--- src/rtl/pulse_audit_pkg.sv ---
package pulse_audit_pkg;
  typedef enum logic [1:0] {
    WIN_IDLE = 2'd0,
    WIN_RUN  = 2'd1,
    WIN_DONE = 2'd2
  } win_state_e;
endpackage

--- src/rtl/pa_sync_edge.sv ---
module pa_sync_edge #(
  parameter int STAGES = 2
) (
  input  logic clk_i,
  input  logic rst_ni,
  input  logic d_i,
  output logic rise_o
);
  logic [STAGES:0] sh_q;

  always_ff @(posedge clk_i or negedge rst_ni) begin
    if (!rst_ni) sh_q <= '0;
    else         sh_q <= {sh_q[STAGES-1:0], d_i};
  end

  // last synchronised stage high, one beyond it still low
  assign rise_o = sh_q[STAGES-1] & ~sh_q[STAGES];
endmodule

--- src/rtl/pa_flag_bank.sv ---
module pa_flag_bank #(
  parameter int N_CH = 16
) (
  input  logic            clk_i,
  input  logic            rst_ni,
  input  logic            clr_i,
  input  logic            en_i,
  input  logic [N_CH-1:0] rise_i,
  output logic [N_CH-1:0] flags_o,
  output logic            any_o
);
  logic [N_CH-1:0] flags_q;

  always_ff @(posedge clk_i or negedge rst_ni) begin
    if (!rst_ni)    flags_q <= '0;
    else if (clr_i) flags_q <= '0;  // clear beats a same-cycle capture
    else if (en_i)  flags_q <= flags_q | rise_i;
  end

  assign flags_o = flags_q;
  assign any_o   = |flags_q;
endmodule

--- src/rtl/pa_window.sv ---
module pa_window
  import pulse_audit_pkg::*;
#(
  parameter int WIN_CYC = 200_000_000
) (
  input  logic clk_i,
  input  logic rst_ni,
  input  logic clr_i,
  input  logic en_i,
  input  logic any_i,
  output logic window_o,
  output logic last_o
);
  localparam int CNT_W = (WIN_CYC > 1) ? $clog2(WIN_CYC) : 1;
  localparam logic [CNT_W-1:0] LAST = CNT_W'(WIN_CYC - 1);

  win_state_e      st_q, st_d;
  logic [CNT_W-1:0] cnt_q, cnt_d;

  always_comb begin
    st_d  = st_q;
    cnt_d = cnt_q;
    if (clr_i) begin
      st_d  = WIN_IDLE;
      cnt_d = '0;
    end else if (en_i) begin
      unique case (st_q)
        WIN_IDLE: if (any_i) begin
          st_d  = WIN_RUN;
          cnt_d = '0;
        end
        WIN_RUN: begin
          if (cnt_q == LAST) st_d = WIN_DONE;
          else               cnt_d = cnt_q + 1'b1;
        end
        WIN_DONE: st_d = WIN_DONE;  // holds until clear
        default:  st_d = WIN_IDLE;
      endcase
    end
  end

  always_ff @(posedge clk_i or negedge rst_ni) begin
    if (!rst_ni) begin
      st_q  <= WIN_IDLE;
      cnt_q <= '0;
    end else begin
      st_q  <= st_d;
      cnt_q <= cnt_d;
    end
  end

  assign window_o = (st_q == WIN_RUN);
  assign last_o   = window_o && (cnt_q == LAST) && en_i && !clr_i;
endmodule

--- src/rtl/pa_verdict.sv ---
module pa_verdict #(
  parameter int N_CH = 16
) (
  input  logic            last_i,
  input  logic [N_CH-1:0] flags_i,
  input  logic [N_CH-1:0] mask_i,
  output logic            pass_o,
  output logic            fail_o
);
  logic missing, extra;

  assign missing = |(mask_i & ~flags_i);
  assign extra   = |(~mask_i & flags_i);
  assign pass_o  = last_i && !missing && !extra;
  assign fail_o  = last_i && (missing || extra);
endmodule

--- src/rtl/pulse_audit.sv ---
module pulse_audit #(
  parameter int N_CH     = 16,
  parameter int SYNC_STG = 2,
  parameter int WIN_CYC  = 200_000_000
) (
  input  logic            clk_i,
  input  logic            rst_ni,
  input  logic            clr_i,
  input  logic            en_i,
  input  logic [N_CH-1:0] pulse_i,
  input  logic [N_CH-1:0] mask_i,
  output logic [N_CH-1:0] flags_o,
  output logic            window_o,
  output logic            pass_o,
  output logic            fail_o
);
  logic [N_CH-1:0] rise;
  logic [N_CH-1:0] flags;
  logic            any_flag, win, last;

  for (genvar g = 0; g < N_CH; g++) begin : g_ch
    pa_sync_edge #(.STAGES(SYNC_STG)) u_sync (
      .clk_i (clk_i),
      .rst_ni(rst_ni),
      .d_i   (pulse_i[g]),
      .rise_o(rise[g])
    );
  end

  pa_flag_bank #(.N_CH(N_CH)) u_flags (
    .clk_i  (clk_i),
    .rst_ni (rst_ni),
    .clr_i  (clr_i),
    .en_i   (en_i),
    .rise_i (rise),
    .flags_o(flags),
    .any_o  (any_flag)
  );

  pa_window #(.WIN_CYC(WIN_CYC)) u_win (
    .clk_i   (clk_i),
    .rst_ni  (rst_ni),
    .clr_i   (clr_i),
    .en_i    (en_i),
    .any_i   (any_flag),
    .window_o(win),
    .last_o  (last)
  );

  pa_verdict #(.N_CH(N_CH)) u_verdict (
    .last_i (last),
    .flags_i(flags),
    .mask_i (mask_i),
    .pass_o (pass_o),
    .fail_o (fail_o)
  );

  assign flags_o  = en_i ? flags : '0;
  assign window_o = en_i & win;
endmodule

--- config.mk ---
export PLATFORM = sky130hd
export DESIGN_NAME = pulse_audit
export DESIGN_NICKNAME = d
export VERILOG_FILES = /design/src/rtl/pulse_audit_pkg.sv /design/src/rtl/pa_sync_edge.sv /design/src/rtl/pa_flag_bank.sv /design/src/rtl/pa_window.sv /design/src/rtl/pa_verdict.sv /design/src/rtl/pulse_audit.sv
export SDC_FILE = /design/constraint.sdc
export NUM_CORES = 1
export LEC_CHECK = 0
export ABC_AREA = 1
export BUFFER_PORTS_ARGS = -buffer_cell sky130_fd_sc_hd__buf_2
export CAP_MARGIN = 0
export CORE_MARGIN = 5
export CORE_UTILIZATION = 53
export DETAILED_ROUTE_END_ITERATION = 6
export PLACE_DENSITY = 0.76
export SLEW_MARGIN = 5
export SYNTH_ARGS = -nofsm -noshare
export SYNTH_HDL_FRONTEND = slang
export SYNTH_SLANG_ARGS = --single-unit
--- constraint.sdc ---
create_clock -name clk_i -period 1.5 [get_ports clk_i]
set_clock_uncertainty 0.05 [all_clocks]
set_input_delay 0.3 -clock clk_i [delete_from_list [all_inputs] [get_ports clk_i]]
set_output_delay 0.3 -clock clk_i [all_outputs]
set_load 0.01 [all_outputs]
After elaboration in Yosys (flattened, before gate mapping). Cells that the tools add are included.

Output and inout port bits: 19. RAM bits: 0. Bits in read-only memories: 0. Register bits after elaboration: 94. Bits in latches: 0. Word-level logic and storage cells: 95. Memories kept: 0. Bits of input ports: 36.

Equal/unequal tests: 6. $add $sub $neg: 1. Multiply operators: 0. Bitwise gates (word level): 38. Reduce and logical (&&, ||, !) cells: 18. Shift-type cells: 0. Order comparisons: 0. Multiplexer cells: 13. Div/mod/pow operators: 0.

Operator list (count): 28-bit 2-to-1 mux (4); 28-bit case mux with 2 select lines (1); 16-bit 2-to-1 mux (3); 16-bit OR reduction (3); 16-bit bitwise AND (2); 16-bit NOT (2); 28-bit by 1-bit adder with 28-bit output (second input constant) (1); 28-bit equality test (second input constant) (1); 1-bit bitwise AND (17); 1-bit NOT (16); 16-bit bitwise OR (1); 3-bit != test (second input constant) (3); 2-bit 2-to-1 mux (4); 1-bit logical AND (6); 2-bit case mux with 3 select lines (1); 4-bit AND reduction (1); 1-bit logical NOT (3); 3-bit AND reduction (1); 3-bit nonzero test (1); 2-bit by 1-bit equality test with 1-bit output (second input constant) (1); 2-bit equality test (second input constant) (1); 2-bit logical NOT (1); 2-bit nonzero test (1); 1-bit logical OR (1).

Logic depth before layout (Yosys ltp).
Word-level depth: 6. Depth in mapped cells: 12. Gate-level depth less buffers: 11.

Hierarchy. From an unflattened synthesis, not the netlist that was laid out.

Cells, all modules: 630. Area total of the unflattened synthesis: 4793.3 um^2.

Modules (own cells, without submodules): pa_window (area each 2245.9 um^2, cells each 359, times used 1, seq. area each 750.7 um^2); pa_sync_edge (area each 85.1 um^2, cells each 5, times used 16, seq. area each 75.1 um^2); pa_flag_bank (area each 681.9 um^2, cells each 67, times used 1, seq. area each 400.4 um^2); pa_verdict (area each 347.8 um^2, cells each 88, times used 1, seq. area each 0.0 um^2); pulse_audit (area each 156.4 um^2, cells each 36, times used 1, seq. area each 0.0 um^2).

Least setup slack after synthesis. No wires, ideal clock.

Path kind: register to output. Start point: register u_win.cnt_q[0]. End point: output fail_o. Path buffers: 0. Arrival time: 1393 ps. Slack: -243 ps. Stages on the path, launching flop included: 8. Required time: 1150 ps. Cells stage by stage: dfrtp_1 -> ha_1 -> nand3_1 -> inv_2 -> nand2_4 -> nor3b_1 -> nand4_1 -> a21oi_1.

Longest elaborated chain between the ends: 5.

RTL lines: start: declaration (RTL line pa_window.sv:18) `logic [CNT_W-1:0] cnt_q, cnt_d;`; start signal: assignment (RTL line pa_window.sv:48) `cnt_q <= cnt_d;`; 28-bit equality test (RTL line pa_window.sv:53) `assign last_o = window_o && (cnt_q == LAST) && en_i && !clr_i;`; 1-bit logical AND (3 in a row) (RTL line pa_window.sv:53); 1-bit logical AND (RTL line pa_verdict.sv:15) `assign fail_o = last_i && (missing || extra);`; end: declaration (RTL line pulse_audit.sv:15) `output logic fail_o`.

Every way passes these cells.

Worst setup path after layout.
Start point: register u_win.cnt_q[11]. End point: output fail_o.

The elaborated chain is that of the path after synthesis.

==> out/qor.yml <==
outcome:
  status: "finished, violations left"
  violations: "negative setup slack"
synth:
  yosys_warnings: 0
  ys_types: 33
  syn_avg_cell_area_um2: 7.61
  synthesis.nets: 656
  ys_seq_elements: 94
  netlist_area_um2: 4690
  syn_inst: 616
  ys_seq_area_share_pct: 50.2
sta:
  slew_headroom_pct: 48.0
  fin_crit_sh_pct: 154
  fin_crit_ns: 2.31
  setup_ws_ns: -0.809
  maxSlewViolCount: 0
  fmax_ghz: 0.433
  hold-worst-slack_ns: 0.00678
  rsz0062_at_grt: "yes"
  hold_violations: 0
  setup_violations: 37
  tightest_slew_ns: 0.779
final_layout:
  antenna_cells: 0
  n_fill_cell: 484
  layout_common_cells: "nand2_1, buf_4, nor2_1, dfrtp_1, buf_2"
  fin_nets: 875
  final_core_util_pct: 82.3
  area_growth_syn_to_layout_pct: 52.3
  drive_gt1_share_pct: 39.2
  final_common_cell: "nand2_1"
place:
  gp_congestion: 0.924
  portBuffers: 54
  dp_hpwl_mm: 10.2
  dp_slack_ns: -0.488
die:
  die_w_um: 104
  die_y_um: 104
  rows: 34
  core_um2: 8680
  start_util_pct: 54.0
  dieArea_um2: 10800
  boundaryPins: 55
clock_tree:
  clkSlewWorstSetupHoldPaths_ns: 0.11
  cts_buffers: 9
  cts_max_level: 3
  cts_num_sinks: 94
  root_buffer: "clkbuf_8"
  insertion_delay_ns: 0.38
  cts_buffer_depth: 2
  cts_tree: "built"
route:
  wl_met1_mm: 6.27
  ant_nets: 0
  post_drt_wl_per_cell_um: 18.2
  first_iter_violations: 552
  firstDrtPassIters: 6
  drt_wl_total_mm: 17.3
  avgViaCountPerCell: 5.66
  dr_wl_met2_mm: 8.52
  drc: 0
  top_layer_used: "met4"
  num_vias: 5363
  met3_wirelength_mm: 1.68
worst_setup_path:
  crit_arrival_ns: 1.96
  cp-end-kind: "primary output"
  r2r_cells: 15
  setup.worst_path.class: "reg2out"
  cp.required_ns: 1.15
  r2r_start: "u_win.cnt_q[1]"
  reg2reg_to: "u_win.cnt_q[17]"
  reg2reg_setup_slack_ns: -0.55
  start_kind: "flip-flop"
  cp_max_fo: 2
grt:
  grt_pass1_wl_mm: 24.8
  grt_pass1_vias: 5061
  grt_max_degree: 34
  grt.total_usage_pct: 28.4
  antenna_found_initial: 0
  overflow: 0
power_and_ir_drop:
  fin_total_pwr_uw: 5820
  vdd_drop_max_mv: 0.711
  p_leak_uw: 0.00348
  pwr_density_cell_nw_per_um2: 815
worst_hold_path:
  hold_end: "g_ch[12].u_sync.sh_q[0]"
  min_path_cells: 1
  hp-class: "in2reg"
  holdCritStartpoint: "pulse_i[12]"
job:
  drv_cap: 0
## synthesized netlist by cell type, drive strengths merged
cell type | n | share of area, %
and3 | 1 | 0.13
nor3 | 1 | 0.11
nand4 | 10 | 1.3
o21bai | 3 | 0.48
nand2 | 184 | 16
a22o | 1 | 0.19
ha | 4 | 1.1
dfrtp | 94 | 50
nor3b | 1 | 0.16
a211oi | 1 | 0.16
nand3 | 72 | 7.8
o22ai | 8 | 1.1
a21oi | 25 | 2.7
o21ai | 6 | 0.64
and2 | 2 | 0.27
buf | 12 | 1.5
xor2 | 5 | 0.93
clkbuf | 4 | 0.32
nor2 | 118 | 9.8
xnor2 | 2 | 0.37
inv | 62 | 5.0
## area by class of cell
class                      instances  area [µm²]  area share [%]
timing repair buffer             221        1780            24.9
inverter                          62         240            3.37
multi-input combinational        447        2440            34.2
clock inverter                     7        67.6           0.947
sequential                        94        2350            33.0
tap                              108         135            1.89
clock buffer                       9         124            1.74
## cell families after synthesis
kind of cell               Yosys count  synth area share [%]
and+or+nand+nor                    389                  35.3
DFF                                 94                  50.2
buffers and inverters               78                  6.81
AOI/OAI and AO/OA                   44                  5.29
xor gates and xnor gates             7                  1.31
adders and majority gates            4                  1.07
## through the flow
stage	instance area, µm²	setup TNS (ns)	std cells
after global placement	6120	-9.49	883
after global routing	7140	-20.10	948
after detailed placement	6120	-12.63	883
after CTS	6750	-19.26	930
final	7140	-17.71	948
after floorplan	4870	-1.68	616
## flip-flops by register name (all words and copies together) (netlist names)
signal / cells
g_ch.u_sync.sh_q: 48
u_flags.flags_o: 16
u_win.cnt_q: 28
u_win.st_q: 2
## per-layer routing
| layer | track usage (%) | vias up |
|---|---|---|
| met3 | 5.90 | 90 |
| met4 | 8.14 | 0 |
| met1 | 37.4 | 2553 |
| met5 | 0 | - |
| li1 | - | 2392 |
| met2 | 47.5 | 328 |
## worst max-delay path, cell delays in order, from the launching register on
cell and delay, ns:
dfrtp_1 0.40, inv_1 0.12, nand4_1 0.24, nor3b_2 0.25, nand4_1 0.26, a21oi_2 0.18, buf_2 0.14
## timing repair
item,4_1_cts,5_1_grt
endpoints found under the hold margin,89,0
pin swaps,16,27
hold buffers,16,0
cloned,3,1
setup endpoints to repair,34,49
resized for setup,37,73
setup buffers,12,21
## power breakdown
part / internal (µW) / switching, µW / total (µW) / leakage (µW)
combinational: 580 / 844 / 1420 / 0.00219
sequential: 2630 / 54.5 / 2680 / 0.00119
clock: 645 / 1060 / 1710 / 0.0000989
total: 3850 / 1960 / 5820 / 0.00348
## worst max path at each step
stage,startpoint,to,slack [ns],depth (start not counted)
after floorplan,u_win.cnt_q[0],fail_o,-0.12,7
after global placement,clr_i,fail_o,-0.38,6
after detailed placement,u_win.st_q[1],u_win.cnt_q[11],-0.49,7
after CTS,u_win.cnt_q[0],pass_o,-0.67,8
after global routing,u_win.cnt_q[11],fail_o,-0.81,6
final,u_win.cnt_q[11],fail_o,-0.81,6
Power figures use the tool's default switching activity.
